### config.mk
export PLATFORM = sky130hd
export DESIGN_NAME = accu_core
export DESIGN_NICKNAME = d
export VERILOG_FILES = /design/src/rtl/accu_core.sv
export SDC_FILE = /design/constraint.sdc
export NUM_CORES = 1
export LEC_CHECK = 0
export BUFFER_PORTS_ARGS = -buffer_cell sky130_fd_sc_hd__buf_2
export CAP_MARGIN = 20
export CORE_MARGIN = 2
export CORE_UTILIZATION = 40
export CTS_BUF_LIST = sky130_fd_sc_hd__clkbuf_8
export CTS_CLUSTER_SIZE = 8
export DETAILED_ROUTE_END_ITERATION = 10
export MAX_ROUTING_LAYER = met4
export SLEW_MARGIN = 5
export SYNTH_ARGS = -nofsm -noshare
export SYNTH_HDL_FRONTEND = slang
export SYNTH_SLANG_ARGS = --single-unit
### constraint.sdc
create_clock -name clk -period 6.3 [get_ports clk]
set_input_delay 0.315 -clock clk [delete_from_list [all_inputs] [get_ports clk]]
set_output_delay 0.315 -clock clk [all_outputs]
set_load 0.03 [all_outputs]
### src/rtl/accu_core.sv
module accu_irq (
  input  logic clk,
  input  logic rst_n,
  input  logic arm,
  input  logic enable,
  input  logic in_ready,
  input  logic out_ready,
  input  logic clear,
  output logic pending
);
  always_ff @(posedge clk) begin
    if (!rst_n) pending <= 1'b0;
    else if (clear) pending <= 1'b0;
    else if (arm && enable && (in_ready || out_ready)) pending <= 1'b1;
  end

  a_r11_needs_enable: assert property (@(posedge clk) disable iff (!rst_n)
    $rose(pending) |-> $past(enable));
endmodule

module accu_core #(
  parameter int AW = 12,
  parameter int DW = 16,
  parameter int CW = 8,
  parameter int SW = 4
) (
  input  logic          clk,
  input  logic          rst_n,
  input  logic          start,
  output logic [AW-1:0] mem_addr,
  output logic [DW-1:0] mem_wdata,
  output logic          mem_we,
  input  logic [DW-1:0] mem_rdata,
  input  logic [CW-1:0] in_char,
  input  logic          in_strobe,
  output logic          in_ready,
  output logic [CW-1:0] out_char,
  input  logic          out_ack,
  output logic          out_ready,
  output logic          running
);
  localparam int LAST = 6;
  localparam int PADW = DW - AW;

  logic [AW-1:0] ar_q, ar_n, pc_q;
  logic [DW-1:0] dr_q, ac_q, ir_q, tr_q;
  logic          e_q, run_q, ind_q, ien_q, inf_q, outf_q, irq;
  logic [SW-1:0] step_q;
  logic [CW-1:0] inbuf_q, outc_q;
  logic [7:0]    d;
  logic [LAST:0] t;

  assign d = 8'b1 << ir_q[DW-2:DW-4];

  for (genvar k = 0; k <= LAST; k++) begin : g_step
    assign t[k] = run_q && (step_q == SW'(k));
  end

  wire [AW-1:0] b    = ir_q[AW-1:0];
  wire          rr   = t[3] && d[7] && !ind_q;
  wire          io   = t[3] && d[7] && ind_q;
  wire          acz  = (ac_q == '0);
  wire          skip = (rr && ((b[4] && !ac_q[DW-1]) || (b[3] && ac_q[DW-1]) ||
                               (b[2] && acz) || (b[1] && !e_q))) ||
                       (io && ((b[9] && inf_q) || (b[8] && outf_q)));
  wire          done = (t[2] && irq) || (t[3] && d[7]) || (t[4] && (d[3] || d[4])) ||
                       (t[5] && (d[0] || d[1] || d[2] || d[5])) || (t[6] && d[6]);
  wire [DW:0]   sum  = {1'b0, ac_q} + {1'b0, dr_q};

  always_comb begin
    ar_n = ar_q;
    if (t[0]) ar_n = irq ? '0 : pc_q;
    if (t[2] && !irq) ar_n = ir_q[AW-1:0];
    if (t[3] && !d[7] && ind_q) ar_n = mem_rdata[AW-1:0];
    if (t[4] && d[5]) ar_n = ar_q + 1'b1;
  end

  assign mem_we = (t[1] && irq) || (t[4] && (d[3] || d[5])) || (t[6] && d[6]);
  assign mem_addr = mem_we ? ar_q : ar_n;
  assign mem_wdata = (t[1] && irq)   ? tr_q :
                     (t[4] && d[3])  ? ac_q :
                     (t[4] && d[5])  ? {{PADW{1'b0}}, pc_q} : dr_q;

  accu_irq i_irq (
    .clk      (clk),
    .rst_n    (rst_n),
    .arm      (run_q && step_q >= SW'(3)),
    .enable   (ien_q),
    .in_ready (inf_q),
    .out_ready(outf_q),
    .clear    (t[2] && irq),
    .pending  (irq)
  );

  always_ff @(posedge clk) begin
    if (!rst_n) begin
      ar_q <= '0; pc_q <= '0; dr_q <= '0; ac_q <= '0; ir_q <= '0; tr_q <= '0;
      e_q <= 1'b0; run_q <= 1'b0; ind_q <= 1'b0; ien_q <= 1'b0;
      inf_q <= 1'b0; outf_q <= 1'b1; step_q <= '0; inbuf_q <= '0; outc_q <= '0;
    end else begin
      if (start) run_q <= 1'b1;
      if (in_strobe) begin inbuf_q <= in_char; inf_q <= 1'b1; end
      if (out_ack) outf_q <= 1'b1;
      if (run_q) step_q <= done ? '0 : step_q + 1'b1;
      ar_q <= ar_n;

      if (t[0] && irq) tr_q <= {{PADW{1'b0}}, pc_q};
      if (t[1]) begin
        if (irq) pc_q <= '0;
        else begin ir_q <= mem_rdata; pc_q <= pc_q + 1'b1; end
      end
      if (t[2]) begin
        if (irq) begin pc_q <= pc_q + 1'b1; ien_q <= 1'b0; end
        else ind_q <= ir_q[DW-1];
      end

      if (rr) begin
        if (b[11]) ac_q <= '0;
        if (b[10]) e_q <= 1'b0;
        if (b[9])  ac_q <= ~ac_q;
        if (b[8])  e_q <= ~e_q;
        if (b[7])  begin ac_q <= {e_q, ac_q[DW-1:1]}; e_q <= ac_q[0]; end
        if (b[6])  begin ac_q <= {ac_q[DW-2:0], e_q}; e_q <= ac_q[DW-1]; end
        if (b[5])  ac_q <= ac_q + 1'b1;
        if (b[0])  run_q <= 1'b0;
      end
      if (io) begin
        if (b[11]) begin ac_q[CW-1:0] <= inbuf_q; inf_q <= 1'b0; end
        if (b[10]) begin outc_q <= ac_q[CW-1:0]; outf_q <= 1'b0; end
        if (b[7])  ien_q <= 1'b1;
        if (b[6])  ien_q <= 1'b0;
      end
      if (skip) pc_q <= pc_q + 1'b1;

      if (t[4]) begin
        if (d[0] || d[1] || d[2] || d[6]) dr_q <= mem_rdata;
        if (d[4]) pc_q <= ar_q;
      end
      if (t[5]) begin
        if (d[0]) ac_q <= ac_q & dr_q;
        if (d[1]) begin ac_q <= sum[DW-1:0]; e_q <= sum[DW]; end
        if (d[2]) ac_q <= dr_q;
        if (d[5]) pc_q <= ar_q;
        if (d[6]) dr_q <= dr_q + 1'b1;
      end
      if (t[6] && d[6] && dr_q == '0) pc_q <= pc_q + 1'b1;
    end
  end

  assign in_ready  = inf_q;
  assign out_ready = outf_q;
  assign out_char  = outc_q;
  assign running   = run_q;

  a_r2_halt_holds: assert property (@(posedge clk) disable iff (!rst_n)
    (!run_q && !start) |=> ($stable(pc_q) && $stable(ac_q) && $stable(step_q)));
  a_r3_step_bound: assert property (@(posedge clk) disable iff (!rst_n)
    step_q <= SW'(LAST));
  a_r9_skip_one: assert property (@(posedge clk) disable iff (!rst_n)
    (t[3] && skip) |=> (pc_q == $past(pc_q) + 1'b1));
  a_r11_vector_write: assert property (@(posedge clk) disable iff (!rst_n)
    (t[1] && irq) |-> (mem_we && mem_addr == '0));
  a_r6_link_jump: assert property (@(posedge clk) disable iff (!rst_n)
    (t[5] && d[5]) |=> (pc_q == $past(ar_q)));
endmodule

==> impl_metrics.yaml, run 1 <==
critical_path:
  crit_chain: "nand4b_2, nor2_1, nand3_1, nand3_1, mux2_2, buf_2"
  cp.arrival_ps: 3710
  reg2reg_from: "i_irq.pending"
  rr_endpoint: "pc_q[3]"
  crit_path_start_kind: "flip-flop"
  slowest_stage: "nand3_1"
  crit_path_frequent_cell: "nand3_1"
  required_ps: 5980
  path_class: "flip-flop to output pin"
  cp_max_fo: 33
  critical_path.max_stage_delay_ps: 820
  r2r_slack_ps: 3120
  crit_path_end_kind: "output pin"
  r2r_cells: 6
die:
  die-area_um2: 22700
  rows: 53
  io_pins: 69
  coreArea_um2: 21100
  start_util_pct: 40.9
  die_height_um: 151
  die_x_um: 151
timing:
  worst-slew-pin-transition_ps: 1100
  rsz0062_at_grt: "false"
  slew_headroom_pct: 26.7
  period_share_pct: 64.0
  period_needed_ps: 4030
  finClkSkew_ps: 29.3
  hold_viol: 0
  setup_viol: 0
  max_freq_ghz: 0.248
  drv_slew: 0
  fin_tns_setup_ps: 0
route:
  drc: 0
  viasPerCell: 6.17
  wl_per_cell_um: 20.7
  routed_wl_um: 30500
  num_vias: 9089
  drtPass1Iterations: 6
  dr.first_iter.drc_count: 1168
  antenna_left: 0
yosys:
  synthMuxAreaShare_pct: 6.37
  yosys_most_used_dff: "dfxtp_1"
  synth_top_area_share_pct: 25.8
  synth.top_cells.by_area: "dfxtp_1, nand2_1, o21ai_0, a21oi_1, mux2i_1"
  syn-num-nets: 1258
  yosysSeqAreaShare_pct: 25.8
  synth_xor_area_share_pct: 3.35
  synth.distinct_cells: 78
  syn_avg_cell_area_um2: 7.17
  yosysTopAreaCell: "dfxtp_1"
  synth_adder_area_share_pct: 4.01
  postSynthRegisterBits: 111
  synth_area_um2: 8620
  synth_top_family_by_area: "compound AO/OA/AOI/OAI gates"
  synthSimpleGateAreaFrac_pct: 25.8
  netlist_instances: 1202
  synth_async_sr_flop_share_pct: 0
  yosysWarnings: 0
  synth_compound_area_share_pct: 28.0
  synth_edf_count: 0
clock_tree:
  ctsResizeCount: 0
  cts_tree: "yes"
  clk_path_buf_depth: 2
  hold_buffers: 0
  clock_latency_ps: 420
  htree_num_levels: 3
  cts_root_buf: "clkbuf_8"
  cts_made_buffers: 9
  cts.sinks: 111
  cts_setup_buffers: 0
  path_clk_slew_ps: 120
placed_design:
  portBuffers: 68
  place.gp.congestion: 0.955
  dp_hpwl_um: 21900
final_layout:
  final_cell_mix: "nand2_1, o21ai_0, dfxtp_1, a21oi_1, nor2_1"
  drive_gt1_share_pct: 10.7
  antenna_cells: 0
  nets: 1250
  synthToLayoutAreaGrowth_pct: 6.52
  layout_commonest_cell: "nand2_1"
  finish.utilization_pct: 43.5
pwr:
  power_leakage_nw: 3.34
  total_power_w: 0.00130
  peakVddDrop_mv: 0.0893
  power.density_nw_per_um2: 142
min_path:
  hold_class: "primary input to flip-flop"
  min_path_cells: 3
  hold_path.startpoint: "in_char[4]"
  hold_path_end: "inbuf_q[4]"
grt:
  grt_pass1_vias: 7886
  grt_max_degree: 51
  grt_overflow: 0
  gr-usage-all-layers_pct: 27.5
  antenna_found_initial: 0
  grt_pass1_wl_um: 46900
outcome:
  status: "completed"
run:
  drv_cap: 0
==> area by class of cell <==
type | instances | area [um2]
Fill cell | 2226 | 11900
Multi-Input combinational cell | 955 | 5840
Sequential cell | 111 | 2220
Timing Repair Buffer | 83 | 460
Tap cell | 275 | 344
Inverter | 34 | 128
Clock buffer | 9 | 124
Clock inverter | 7 | 60.1
==> through the flow <==
| step | hold slack [ps] | cells | worst slack, ps | area, um2 |
|---|---|---|---|---|
| after floorplan | 428 | 1202 | 3220 | 8620 |
| after global placement | 437 | 1455 | 2770 | 8970 |
| after detailed placement | 448 | 1456 | 2740 | 8970 |
| after CTS | 129 | 1472 | 2280 | 9160 |
| after global routing | 135 | 1474 | 1860 | 9180 |
| final | 137 | 1474 | 2270 | 9180 |
==> synth_stat cells (4+ instances only) <==
cell / n
ha_1: 26
a311oi_1: 13
buf_1: 5
mux2_2: 15
buf_6: 4
o31ai_1: 8
o22ai_1: 12
xnor2_1: 19
nand2_1: 178
and3_1: 17
buf_2: 24
o41ai_1: 8
inv_1: 32
a31oi_1: 17
a22oi_1: 14
a21oi_1: 95
mux2i_1: 38
nor4_1: 12
o21bai_1: 5
or3_1: 7
a211oi_1: 25
xor2_1: 14
o21ai_0: 112
a21o_1: 6
nor3b_1: 8
nor3_1: 17
o21a_1: 6
and2_1: 12
nand4_1: 8
dfxtp_1: 111
a221oi_1: 9
nor2b_1: 24
nand3_1: 57
nand2b_1: 9
nor2_1: 91
o211ai_1: 17
clkbuf_1: 67
==> how the worst max path moves through the flow <==
stage / cells past startpoint / slack [ps] / start / endpoint
4_1_cts: 6 / 2280 / running / mem_addr[1]
3_3_place_gp: 6 / 2770 / running / mem_addr[5]
2_1_floorplan: 9 / 3220 / running / mem_addr[3]
3_5_place_dp: 6 / 2740 / running / mem_addr[1]
5_1_grt: 6 / 1860 / running / mem_addr[5]
6_report: 6 / 2270 / running / mem_addr[1]
==> routing by layer <==
layer  track usage (%)  part of all wire [%]  vias to the layer above  wire length [um]
li1                  -                     -                     4349                 -
met3              3.73                   7.9                       48              2420
met1              38.6                    45                     4278             13800
met4              7.85                   2.6                        0               801
met2              41.4                    44                      414             13500
met5                 -                     0                        -                 0
==> flip-flops by register name, summed over array words and instances (netlist names), 4 cells and up <==
name      cells
ac_q         16
ar_q         12
dr_q         16
inbuf_q       8
ir_q         16
out_char      8
pc_q         12
step_q        4
tr_q         12
==> critical path: cells and delay by family, from the launching register on <==
family	cells	cell delay, ps
multiplexers	1	400
AND/OR/NAND/NOR	4	2050
buffers and inverters	1	180
flip-flops	1	670
==> power breakdown <==
group | switching, W | internal (W) | total, W | leakage [nW]
Combinational | 0.0000892 | 0.0000447 | 0.000134 | 2.34
Sequential | 0.0000167 | 0.000712 | 0.000729 | 0.897
Clock | 0.000289 | 0.000151 | 0.000440 | 0.0975
==> kinds of logic (layout without fill, tap and decap cells) <==
| kind of cell | count (synthesis) | count (layout) |
|---|---|---|
| xor gates and xnor gates | 33 | 33 |
| and+or+nand+nor | 461 | 461 |
| AOI/OAI and AO/OA | 381 | 381 |
| muxes | 53 | 53 |
| buffers and inverters | 136 | 133 |
| adders and majority gates | 27 | 27 |
| DFF | 111 | 111 |
No activity file was read; power rests on OpenSTA's default activity.
==> run 2: changes to the inputs <==
Clock period 6.3 ns to 3.71 ns, I/O delays scaled along.
==> impl_metrics.yaml, run 2 (synthesis results as in run 1) <==
pwr:
  power.density_nw_per_um2: 240
  peakVddDrop_mv: 0.109
  power_leakage_nw: 3.48
min_path:
  min_path_cells: 3
  hold_path.startpoint: "mem_rdata[12]"
  hold_class: "primary input to flip-flop"
  hold_path_end: "ir_q[12]"
final_layout:
  layout_commonest_cell: "nand2_1"
  drive_gt1_share_pct: 12.9
  top_regs: "ac_q x16, dr_q x16, ir_q x16"
  final_cell_mix: "nand2_1, o21ai_0, dfxtp_1, a21oi_1, nor2_1"
  synthToLayoutAreaGrowth_pct: 9.26
  fin_cells: 1506
  finish.utilization_pct: 44.7
  nets: 1279
  n_fill_cell: 2214
clock_tree:
  cts_root_buf: "clkbuf_8"
  clock_latency_ps: 420
  path_clk_slew_ps: 130
  cts_made_buffers: 9
  cts.sinks: 111
  clk_path_buf_depth: 2
  htree_num_levels: 3
  cts_tree: "yes"
critical_path:
  rr_endpoint: "dr_q[10]"
  required_ps: 3520
  cp.arrival_ps: 3160
  cp_top_family: "simple AND/OR/NAND/NOR gates"
  critical_path_buf_inv_count: 2
  path_class: "flip-flop to output pin"
  r2r_cells: 7
  critical_path.max_stage_delay_ps: 650
  crit_chain: "clkinv_1, nor4_4, nor2_1, nand3_1, mux2_2, buf_2"
  crit_path_start_kind: "flip-flop"
  crit_path_end_kind: "output pin"
  r2r_slack_ps: 780
  reg2reg_from: "running"
  cp_max_fo: 14
  slowest_stage: "dfxtp_1"
route:
  wl_per_cell_um: 20.8
  routed_wl_um: 31300
  drtPass1Iterations: 5
  viasPerCell: 6.06
  num_vias: 9123
  dr.first_iter.drc_count: 1137
  drc: 0
  antenna_left: 0
timing:
  slew_headroom_pct: 32.1
  setup_viol: 0
  hold_viol: 0
  max_freq_ghz: 0.299
  period_needed_ps: 3340
  drv_slew: 0
  worst_slack_ps: 368
  fin_tns_setup_ps: 0
  finClkSkew_ps: 26.0
  worst-slew-pin-transition_ps: 1020
  rsz0062_at_grt: "false"
  period_share_pct: 90.1
die:
  io_pins: 69
  die-area_um2: 22700
  start_util_pct: 40.9
  rows: 53
  die_height_um: 151
  die_x_um: 151
  coreArea_um2: 21100
grt:
  grt_pass1_wl_um: 48300
  gr-usage-all-layers_pct: 28.5
  antenna_found_initial: 2
  grt_max_degree: 35
  grt_overflow: 0
  grt_pass1_vias: 8114
outcome:
  status: "completed"
placed_design:
  portBuffers: 68
  pre_cts_ws_ps: 784
  place.gp.congestion: 0.952
  dpl.cell_count: 1478
  dp_hpwl_um: 22900
run:
  drv_cap: 0
-- run 2: worst max-delay path by stage --
stage                             start     endpoint  slack, ps  depth (start not counted)
after detailed placement  i_irq.pending  mem_addr[3]        780                          8
after global placement    i_irq.pending  mem_addr[3]        860                          8
after global routing      i_irq.pending  mem_addr[5]        170                          8
after floorplan                 running  mem_addr[3]        760                          9
final                          ir_q[14]  mem_addr[1]        370                          6
after CTS                 i_irq.pending  mem_addr[3]        280                          8
-- run 2: final cells by class --
cell class,instances,area (um2),share of cell area (%)
clock buffer,10,138,1.46
sequential,111,2220,23.6
timing repair buffer,112,676,7.17
multi-input combinational,955,5840,62.1
antenna,3,7.51,0.0797
inverter,34,128,1.36
clock inverter,6,58.8,0.624
tap,275,344,3.65
-- run 2: worst min-delay path, cell delays in order --
cell and delay (ps):
buf_2 110, nand2_1 50, a21oi_1 50
-- run 2: repair_timing --
action / 4_1_cts / 5_1_grt
hold buffers: 2 / 0
setup endpoints to repair: 0 / 4
hold endpoints to repair: 2 / 0
resized for setup: 0 / 1
setup buffers: 0 / 7
-- run 2: through the flow --
step                      total power (W)  area [um2]  hold WS [ps]
final                             0.00226        9420          9.76
after global placement            0.00149        9130           421
after global routing              0.00234        9420          3.82
after detailed placement          0.00149        9140           426
after floorplan                   0.00141        8620           321
after CTS                         0.00225        9360          1.24
-- run 2: where the power goes --
group	total, W	internal [W]	switching [W]
logic	0.000245	0.0000896	0.000156
registers	0.00124	0.00121	0.0000299
clock network	0.000776	0.000281	0.000495
total	0.00226	0.00158	0.000680
-- run 2: per-layer routing --
layer	GRT usage (%)	part of all wire, %
met2	42.0	44
met5	-	0
met4	9.95	3.0
met1	39.1	46
met3	5.51	7.3
==> run 3: changes to the inputs <==
Settings changed: BUFFER_PORTS_ARGS -buffer_cell sky130_fd_sc_hd__buf_2 to -buffer_cell sky130_fd_sc_hd__buf_4, PLACE_DENSITY set to 0.54.
==> impl_metrics.yaml, run 3 (synthesis results as in run 1) <==
timing:
  rsz0062_at_grt: "false"
  period_share_pct: 89.5
  period_needed_ps: 3320
  max_freq_ghz: 0.301
  drv_slew: 0
  hold_ws_ps: 11.4
  worst_slack_ps: 389
  slew_headroom_pct: 31.3
  hold_viol: 0
  setup_viol: 0
  fin_tns_setup_ps: 0
  worst-slew-pin-transition_ps: 1030
  finClkSkew_ps: 15.9
clock_tree:
  cts_tree: "yes"
  htree_num_levels: 3
  cts_made_buffers: 9
  cts_root_buf: "clkbuf_8"
  cts_setup_buffers: 0
  path_clk_slew_ps: 130
  clock_latency_ps: 420
  hold_buffers: 7
  ctsResizeCount: 0
  clk_path_buf_depth: 2
  cts.sinks: 111
final_layout:
  n_fill_cell: 2207
  top_regs: "ac_q x16, dr_q x16, ir_q x16"
  register_area_um2: 2220
  synthToLayoutAreaGrowth_pct: 11.3
  layout_commonest_cell: "nand2_1"
  multi_input_area_um2: 5840
  drive_gt1_share_pct: 12.3
  final_area_um2: 9590
  antenna_cells: 0
  nets: 1279
  final_cell_mix: "nand2_1, o21ai_0, dfxtp_1, buf_4, a21oi_1"
placed_design:
  pre_cts_ws_ps: 876
  dp_hpwl_um: 23400
  place.gp.congestion: 0.891
  portBuffers: 68
  place_area_um2: 9310
grt:
  use_met3_pct: 5.27
  grt_overflow: 0
  antenna_found_initial: 0
  grt_pass1_wl_um: 48900
  grt_pass1_vias: 8073
  gr-usage-met2_pct: 43.0
  top_usage_layer: "met2"
  gr-usage-all-layers_pct: 29.1
  grt_use_met1_pct: 41.3
  grt_max_degree: 38
die:
  die-area_um2: 22700
  rows: 53
  coreArea_um2: 21100
  die_height_um: 151
  io_pins: 69
  die_x_um: 151
  start_util_pct: 40.9
critical_path:
  crit_path_end_kind: "output pin"
  slowest_stage: "and4b_1"
  critical_path.max_stage_delay_ps: 800
  crit_chain: "inv_1, ha_1, nor2b_1, and4b_1, a311oi_1, a21oi_1, mux2_2, nor2_1, o41ai_1, buf_4"
  critical_path_buf_inv_count: 2
  cp_max_fo: 26
  path_class: "flip-flop to output pin"
  required_ps: 3520
  cp_top_family: "simple AND/OR/NAND/NOR gates"
  cp.arrival_ps: 3140
  crit_path_start_kind: "flip-flop"
route:
  antenna_left: 0
  drc: 0
  drtPass1Iterations: 5
  num_vias: 9139
  viasPerCell: 6.08
  routed_wl_um: 32100
  wl_per_cell_um: 21.4
  dr.first_iter.drc_count: 858
pwr:
  peakVddDrop_mv: 0.159
  power.density_nw_per_um2: 238
  total_power_w: 0.00228
  power_leakage_nw: 3.50
min_path:
  hold_class: "primary input to flip-flop"
run:
  drv_cap: 0
outcome:
  status: "completed"
run 3: cell types whose count changed in the layout (fill, tap and decap cells not counted), sizes merged:
cell	previous run	this run
diode	3	0
buf	110	104
dlygate4sd3	2	8
run 3: tightest hold or removal path: stages:
cell,delay (ps)
buf_4,80
mux2i_1,50
nor2_1,90
run 3: power by group:
| part | total (W) | switching, W | internal, W |
|---|---|---|---|
| clock network | 0.000795 | 0.000513 | 0.000282 |
| registers | 0.00124 | 0.0000302 | 0.00121 |
| logic | 0.000248 | 0.000153 | 0.0000949 |
| total | 0.00228 | 0.000696 | 0.00159 |
run 3: stage by stage:
stage,utilization (%),cells
final,45.5,1503
after global routing,45.5,1503
after CTS,45.4,1501
after detailed placement,44.1,1478
after global placement,44.1,1478
after floorplan,-,1202
run 3: worst paths after layout:
path | startpoint | endpoint | slack [ps] | cells past startpoint
setup reg to reg | ac_q[0] | ac_q[13] | 890 | 7
hold / removal | in_char[7] | inbuf_q[7] | 10 | 3
setup / recovery | step_q[0] | mem_addr[2] | 390 | 10
hold reg to reg | out_char[5] | out_char[5] | 460 | 2
run 3: layout make-up:
type,count,share of cell area [%]
Tap cell,275,3.59
Multi-Input combinational cell,955,60.9
Timing Repair Buffer,112,8.97
Sequential cell,111,23.2
Clock inverter,6,0.613
Clock buffer,10,1.43
Inverter,34,1.33
run 3: layer usage:
| layer | vias to the layer above | part of all wire [%] |
|---|---|---|
| met2 | 398 | 44 |
| met4 | 0 | 1.7 |
| met5 | - | 0 |
| met1 | 4303 | 46 |
| li1 | 4400 | - |
| met3 | 38 | 7.8 |
